File: config.mk
export PLATFORM = sky130hd
export DESIGN_NAME = clamp_mgr
export DESIGN_NICKNAME = d
export VERILOG_FILES = /design/src/rtl/clamp_mgr_pkg.sv /design/src/rtl/clamp_ctl.sv /design/src/rtl/clamp_dp.sv /design/src/rtl/clamp_mgr.sv
export SDC_FILE = /design/constraint.sdc
export NUM_CORES = 1
export LEC_CHECK = 0
export BUFFER_PORTS_ARGS = -buffer_cell sky130_fd_sc_hd__buf_2
export CORE_ASPECT_RATIO = 1.5
export CORE_MARGIN = 2
export CORE_UTILIZATION = 43
export DETAILED_ROUTE_END_ITERATION = 8
export PLACE_DENSITY = 0.7
export SLEW_MARGIN = 20
export SYNTH_ARGS = -nofsm -noshare
export SYNTH_HDL_FRONTEND = slang
export SYNTH_SLANG_ARGS = --single-unit
File: constraint.sdc
create_clock -name clk -period 0.9 [get_ports clk]
set_input_delay 0.045 -clock clk [delete_from_list [all_inputs] [get_ports clk]]
set_output_delay 0.045 -clock clk [all_outputs]
set_load 0.02 [all_outputs]
File: src/rtl/clamp_mgr_pkg.sv
package clamp_mgr_pkg;
  localparam int unsigned GROUP_CNT   = 6;
  localparam int unsigned BIPOLAR_CNT = 2;
  localparam int unsigned PIN_CNT     = 2;
  localparam int unsigned MASK_W      = GROUP_CNT * PIN_CNT;

  typedef logic [GROUP_CNT-1:0] grpVec_t;

  // strobes from control to datapath, valid for the current cycle
  typedef struct packed {
    grpVec_t wrAccept;  // write lands on these groups
    grpVec_t clearReq;  // accepted write carrying a zero
    grpVec_t pinHold;   // live sleep-pin hold
    grpVec_t snzSet;    // pin hold that must latch (snooze)
    grpVec_t almSet;    // alarm clamp request
    logic    railNow;   // supply fault present
  } clampCtl_t;
endpackage

File: src/rtl/clamp_ctl.sv
module clamp_ctl
  import clamp_mgr_pkg::*;
(
  input  logic                swWrEn,
  input  logic [GROUP_CNT-1:0] swWrData,
  input  logic [PIN_CNT-1:0]  sleepPin,
  input  logic [MASK_W-1:0]   sleepMask,
  input  logic [PIN_CNT-1:0]  snooze,
  input  logic                alarmActive,
  input  logic [GROUP_CNT-1:0] alarmMask,
  input  logic                supplyFault,
  output clampCtl_t           ctl
);
  grpVec_t pinHoldP [PIN_CNT];
  grpVec_t snzP     [PIN_CNT];

  genvar p;
  generate
    for (p = 0; p < PIN_CNT; p++) begin : g_pin
      assign pinHoldP[p] = sleepPin[p] ? sleepMask[p*GROUP_CNT +: GROUP_CNT] : '0;
      assign snzP[p]     = snooze[p] ? pinHoldP[p] : '0;
    end
  endgenerate

  grpVec_t holdAll;
  grpVec_t snzAll;

  always_comb begin
    holdAll = '0;
    snzAll  = '0;
    for (int i = 0; i < PIN_CNT; i++) begin
      holdAll = holdAll | pinHoldP[i];
      snzAll  = snzAll | snzP[i];
    end
  end

  always_comb begin
    ctl.pinHold  = holdAll;
    ctl.snzSet   = snzAll;
    ctl.wrAccept = swWrEn ? ~holdAll : '0;
    ctl.clearReq = ctl.wrAccept & ~swWrData;
    ctl.almSet   = alarmActive ? alarmMask : '0;
    ctl.railNow  = supplyFault;
  end
endmodule

File: src/rtl/clamp_dp.sv
module clamp_dp
  import clamp_mgr_pkg::*;
(
  input  logic                   clk,
  input  logic                   rstN,
  input  clampCtl_t              ctl,
  input  logic [GROUP_CNT-1:0]   swWrData,
  output logic [GROUP_CNT-1:0]   swClamp,
  output logic [GROUP_CNT-1:0]   clampOut,
  output logic [BIPOLAR_CNT-1:0] railClamp,
  output logic [GROUP_CNT-1:0]   reloadStrobe
);
  grpVec_t swQ, snzQ, almQ, clampQ, reloadQ;
  grpVec_t swNext, snzNext, almNext, clampNext, railVec;
  logic [BIPOLAR_CNT-1:0] railQ;

  genvar g;
  generate
    for (g = 0; g < GROUP_CNT; g++) begin : g_rail
      if (g < BIPOLAR_CNT) begin : g_bip
        assign railVec[g] = ctl.railNow;
      end else begin : g_aux
        assign railVec[g] = 1'b0;
      end
    end
  endgenerate

  always_comb begin
    swNext    = (swQ & ~ctl.wrAccept) | (swWrData & ctl.wrAccept);
    snzNext   = (snzQ & ~ctl.clearReq) | ctl.snzSet;
    almNext   = (almQ & ~ctl.clearReq) | ctl.almSet;
    clampNext = swNext | snzNext | almNext | ctl.pinHold | railVec;
  end

  always_ff @(posedge clk) begin
    if (!rstN) begin
      swQ     <= '1;
      snzQ    <= '0;
      almQ    <= '0;
      clampQ  <= '1;
      reloadQ <= '0;
      railQ   <= '0;
    end else begin
      swQ     <= swNext;
      snzQ    <= snzNext;
      almQ    <= almNext;
      clampQ  <= clampNext;
      reloadQ <= clampQ & ~clampNext;
      railQ   <= {BIPOLAR_CNT{ctl.railNow}};
    end
  end

  assign swClamp      = swQ;
  assign clampOut     = clampQ;
  assign railClamp    = railQ;
  assign reloadStrobe = reloadQ;
endmodule

File: src/rtl/clamp_mgr.sv
module clamp_mgr
  import clamp_mgr_pkg::*;
(
  input  logic                   clk,
  input  logic                   rstN,
  input  logic                   swWrEn,
  input  logic [GROUP_CNT-1:0]   swWrData,
  input  logic [PIN_CNT-1:0]     sleepPin,
  input  logic [MASK_W-1:0]      sleepMask,
  input  logic [PIN_CNT-1:0]     snooze,
  input  logic                   alarmActive,
  input  logic [GROUP_CNT-1:0]   alarmMask,
  input  logic                   supplyFault,
  output logic [GROUP_CNT-1:0]   swClamp,
  output logic [GROUP_CNT-1:0]   clampOut,
  output logic [BIPOLAR_CNT-1:0] railClamp,
  output logic [GROUP_CNT-1:0]   reloadStrobe
);
  clampCtl_t ctl;

  clamp_ctl u_ctl (
    .swWrEn      (swWrEn),
    .swWrData    (swWrData),
    .sleepPin    (sleepPin),
    .sleepMask   (sleepMask),
    .snooze      (snooze),
    .alarmActive (alarmActive),
    .alarmMask   (alarmMask),
    .supplyFault (supplyFault),
    .ctl         (ctl)
  );

  clamp_dp u_dp (
    .clk          (clk),
    .rstN         (rstN),
    .ctl          (ctl),
    .swWrData     (swWrData),
    .swClamp      (swClamp),
    .clampOut     (clampOut),
    .railClamp    (railClamp),
    .reloadStrobe (reloadStrobe)
  );
endmodule

==> results of run 1 <==
## cell type report
class                   count  area, um2
multi-input cells         104      732.0
clock buffers               8      100.1
well taps                  40      50.05
flip-flops and latches     31      635.6
fillers                   292       1240
repair buffers             61      355.3
inverters                   4      15.01
## layer usage
metal | vias up | share of wire | global-route usage
met5 | - | 0 | 0
met4 | 0 | 0.020 | 0.1111
met3 | 7 | 0.049 | 0.06504
met2 | 38 | 0.54 | 0.3699
met1 | 644 | 0.39 | 0.2081
li1 | 666 | - | -
## final timing paths
check	start	depth (start not counted)	end
max	u_dp.almQ[0]$_SDFF_PN0_	2	u_dp.reloadStrobe[0]$_SDFF_PN0_
min	alarmMask[1]	3	u_dp.almQ[1]$_SDFF_PN0_
max reg2reg	u_dp.almQ[0]$_SDFF_PN0_	2	u_dp.reloadStrobe[0]$_SDFF_PN0_
min reg2reg	u_dp.clampOut[2]$_SDFF_PN1_	2	u_dp.reloadStrobe[2]$_SDFF_PN0_
## placed cells by master, fill, tap and decap left out, types with 2 or more instances in the layout
master	count
a21oi_1	14
a22o_2	6
a22oi_1	4
a22oi_2	2
a31oi_1	6
and4_1	3
buf_2	50
buf_4	7
buf_6	2
clkbuf_8	7
dfxtp_1	19
dfxtp_2	12
inv_1	4
nand2_1	6
nand2b_1	7
nand3_1	15
nor2_1	7
nor2_2	3
nor2b_1	3
nor4_4	3
o2111ai_2	3
o21ai_1	17
## sequential cells by signal, summed over array words and instances, names as in the netlist
name               cells
u_dp.almQ              6
u_dp.swClamp           6
u_dp.reloadStrobe      6
u_dp.railClamp         1
u_dp.clampOut          6
u_dp.snzQ              6
## cells in the mapped netlist, drive strengths merged
master    n
inv       4
clkbuf    2
o21ai    17
nor4      3
nand2     6
o41ai     2
a31oi     6
a22oi     7
and4      3
nand2b    7
and2      1
dfxtp    31
o31ai     1
nor2b     3
nor2     10
a21oi    14
buf       8
nand3    15
o2111ai   3
a22o      6
## power by group
part	internal (mW)	leakage, nW	switching (mW)
sequential	1.45	0.255	0.0605
combinational	0.232	0.500	0.295
clock	0.697	0.0515	0.483
total	2.38	0.806	0.838
## metrics by stage
stage            util  hold WS (ps)
2_1_floorplan       -         166.7
3_3_place_gp   0.5464         258.5
3_5_place_dp   0.5464         269.7
4_1_cts        0.6004         17.30
5_1_grt        0.6036         23.18
6_report       0.6036         18.43
## critical path, stage by stage (launching register included)
cell and delay, ps:
dfxtp_2 330, o41ai_4 340, and4_1 220
## timing repair
action,in CTS,in global routing
resized for setup,16,4
pin swaps,9,5
hold buffers,1,0
gates cloned,0,0
hold endpoints to repair,1,0
endpoints found under the setup margin,11,11
## cell families (layout without fill, tap and decap cells)
| family | Yosys count | in the layout |
|---|---|---|
| compound gates | 56 | 56 |
| simple gates | 48 | 48 |
| flops | 31 | 31 |
| buf+inv | 14 | 73 |
==> results_dict.tcl, run 1 <==
set metrics [dict create \
    status "finished, violations left" \
    violations "setup timing" \
    setup_tns_ps -100.7 \
    clkSinkCount 31 \
    fin_area_mm2 0.001888 \
    reg2reg_slack_ps -50 \
    grt_max_degree 21 \
    cp.arrival_ps 1170 \
    place_ws_ps -67.98 \
    path_class "flop to flop" \
    pin_count 53 \
    synth_seq_cells 31 \
    fmax_mhz 1056 \
    place_congestion 0.8898 \
    start_util 0.4452 \
    cts_buffer_depth 2 \
    grt_util_all_layers 0.2057 \
    slew_viol_final 0 \
    grt_pass1_wl_um 5713 \
    period_minus_slack_ps 947.1 \
    slew_headroom 0.7838 \
    synthMuxAreaShare 0 \
    synth_top_area_share 0.4456 \
    leakagePower_nw 0.8060 \
    fin_ws_ps -47.12 \
    nets 240 \
    seq_area_frac_synth 0.4456 \
    insertion_delay_ps 280 \
    period_share 1.052 \
    cts.clk_slew.worst_paths_ps 60 \
    synthTopCellsByArea "dfxtp_1, o21ai_1, nand3_1, a21oi_1, a22o_2" \
    dr_total_vias 1355 \
    portBuffers 52 \
    grt_setup_unrepaired "yes" \
    tightest_slew_ps 324.3 \
    grt_pass1_vias 1364 \
    design.die.area_mm2 0.003719 \
    syn_to_final_growth_pct 35.58 \
    synth_area_per_cell_um2 9.346 \
    syn-instance-count 149 \
    setup_viol 5 \
    cp_data_required_time_ps 1120 \
    synth.distinct_cells 26 \
    clock-skew-final_ps 5.698 \
    numCtsBuffers 5 \
    cts_root_buf "clkbuf_8" \
    finalWirelength_um 3642 \
    synth_compound_area_frac 0.2974 \
    rows 25 \
    dp_hpwl_um 2655 \
    peakVddDrop_mv 1.680 \
    n_antenna_cell 0 \
    total_power_mw 3.220 \
    antenna_found_initial 0 \
    die_width_um 50.47 \
    synthAdderAreaFrac 0 \
    maxCapViolCount 0 \
    finalHoldViolations 0 \
    ant_nets 0 \
    drcViolationCount 0 \
    core_mm2 0.003128 \
    dpl-instance-area_mm2 0.001709 \
    drive_above_1_share 0.4808 \
    routed_via_density 5.464 \
    overflow 0 \
    synth_xor_area_frac 0 \
    crit_path_start_kind "flop" \
    die_h_um 73.70 \
    min_path_type "input port to flop" \
    postCtsSetupBuffers 0 \
    synth_nets 182 \
    ys_warn_count 0 \
    ctsHtreeMaxLevel 2 \
    fin_cells 248 \
    power.density_mw_per_mm2 1706 \
    crit_path_end_kind "flop" \
    drt_iter0_drc 18 \
    synth_area_mm2 0.001393 \
    dr.pass1.iters 4 \
    synth-simple-area-share 0.1842 \
    drt-wirelength-per-cell_um 14.69 \
    synth_top_family_by_area "compound AO/OA/AOI/OAI gates" \
    worstPathMaxFanout 2 \
    synth_area_leader_cell "dfxtp_1" \
    place_inst 239 \
    cts_tree "done" \
]
(Power assumes the default switching activity.)
==> run 2: changes to the inputs <==
- RECOVER_POWER: default -> 50
==> results_dict.tcl, run 2 (synthesis gave the netlist of run 1 again) <==
set metrics [dict create \
    dr.pass1.iters 4 \
    dp_hpwl_um 2655 \
    hold_depth 3 \
    p_sw_frac 0.2600 \
    reg2reg_depth 2 \
    seqPwrFrac 0.470 \
    slew_headroom 0.7605 \
    place_congestion 0.8898 \
    crit_path_start_kind "flop" \
    fin_area_mm2 0.001879 \
    worstPathMaxFanout 2 \
    cts_buffer_depth 2 \
    period_minus_slack_ps 945.3 \
    cts_tree "done" \
    final_cell_mix "buf_2, dfxtp_1, nand3_1" \
    cts.clk_slew.worst_paths_ps 60 \
    place_inst 239 \
    clkSinkCount 31 \
    layout_commonest_cell "buf_2" \
    hold-path-endpoint "u_dp.almQ[0]$_SDFF_PN0_" \
    finalHoldViolations 0 \
    crit_path_end_kind "flop" \
    insertion_delay_ps 280 \
    violations "setup timing" \
    cts_root_buf "clkbuf_8" \
    clock-skew-final_ps 4.327 \
    dr_total_vias 1349 \
    routed_via_density 5.440 \
    rows 25 \
    ctsHtreeMaxLevel 2 \
    grt_util_all_layers 0.2057 \
    finalWirelength_um 3621 \
    fin_ws_ps -45.31 \
    status "finished, violations left" \
    fin_cells 248 \
    power.switching_mw 0.8349 \
    antenna_found_initial 0 \
    die_h_um 73.70 \
    period_share 1.050 \
    numCtsBuffers 5 \
    cp.arrival_ps 1170 \
    reg2reg_to "u_dp.reloadStrobe[0]$_SDFF_PN0_" \
    slew_viol_final 0 \
    syn_to_final_growth_pct 34.95 \
    place_ws_ps -67.98 \
    start_util 0.4452 \
    dpl-instance-area_mm2 0.001709 \
    pin_count 53 \
    combPwrFrac 0.162 \
    peakVddDrop_mv 1.694 \
    reg2reg_slack_ps -50 \
    drt-wirelength-per-cell_um 14.60 \
    setup_tns_ps -154.8 \
    drive_above_1_share 0.4471 \
    overflow 0 \
    n_antenna_cell 0 \
    ant_nets 0 \
    r2r-start "u_dp.almQ[0]$_SDFF_PN0_" \
    leakagePower_nw 0.8016 \
    clkPwrFrac 0.367 \
    drt_iter0_drc 15 \
    grt_max_degree 21 \
    nets 240 \
    core_mm2 0.003128 \
    die_width_um 50.47 \
    grt_pass1_vias 1364 \
    min_path_type "input port to flop" \
    fin_util 0.6008 \
    portBuffers 52 \
    grt_setup_unrepaired "yes" \
    drcViolationCount 0 \
    design.die.area_mm2 0.003719 \
    maxCapViolCount 0 \
    power.density_mw_per_mm2 1709 \
    grt_pass1_wl_um 5713 \
    p_int_mw 2.376 \
    hp-start "alarmMask[0]" \
    path_class "flop to flop" \
    setup_viol 7 \
    fmax_mhz 1058 \
    tightest_slew_ps 359.2 \
    cp_data_required_time_ps 1120 \
]
## run 2: metal layers
layer  vias to the layer above  GRT usage  part of all wire
met5                         -          0                 0
met4                         0     0.1111             0.019
met3                         6    0.06504             0.044
li1                        666          -                 -
met1                       644     0.2081              0.40
met2                        33     0.3699              0.54
## run 2: power by group through the flow
stage	sequential, mW	clock, mW	combinational [mW]
final	1.51	1.18	0.522
after global routing	1.52	1.27	0.572
after CTS	1.51	1.22	0.522
after detailed placement	1.52	0	0.501
after global placement	1.52	0	0.488
after floorplan	1.55	0	0.277
## run 2: stage by stage
step	hold slack, ps	power [mW]
finish	23.22	3.211
global route	30.54	3.358
CTS	17.30	3.247
detailed placement	269.7	2.022
global placement	258.5	2.004
floorplan	166.7	1.832
## run 2: final cells by class
cell class	count	area, um2
clock buffers	8	100.1
fillers	298	1249
inverters	4	15.01
multi-input cells	104	732.0
flip-flops and latches	31	628.1
well taps	40	50.05
repair buffers	61	354.1
## run 2: worst max-delay path by stage
stage / startpoint / endpoint / slack [ps] / cells after the start
3_3_place_gp: sleepPin[0] / u_dp.reloadStrobe[3]$_SDFF_PN0_ / -20 / 5
4_1_cts: u_dp.snzQ[0]$_SDFF_PN0_ / u_dp.reloadStrobe[0]$_SDFF_PN0_ / -40 / 2
5_1_grt: u_dp.almQ[0]$_SDFF_PN0_ / u_dp.reloadStrobe[0]$_SDFF_PN0_ / -80 / 2
2_1_floorplan: u_dp.swClamp[0]$_SDFF_PN1_ / u_dp.reloadStrobe[0]$_SDFF_PN0_ / -40 / 2
3_5_place_dp: u_dp.almQ[0]$_SDFF_PN0_ / u_dp.reloadStrobe[0]$_SDFF_PN0_ / -70 / 2
6_report: u_dp.almQ[0]$_SDFF_PN0_ / u_dp.reloadStrobe[0]$_SDFF_PN0_ / -50 / 2
## run 2: critical path, stage by stage (launching register included)
cell and delay, ps:
dfxtp_2 330, o41ai_4 340, and4_1 220
## run 2: repair_timing
| action | CTS | global route |
|---|---|---|
| hold buffers | 1 | 0 |
| pin swaps | 9 | 5 |
| endpoints found under the setup margin | 11 | 11 |
| buffers inserted | 0 | 0 |
| resized for setup | 16 | 4 |
| endpoints found under the hold margin | 1 | 0 |
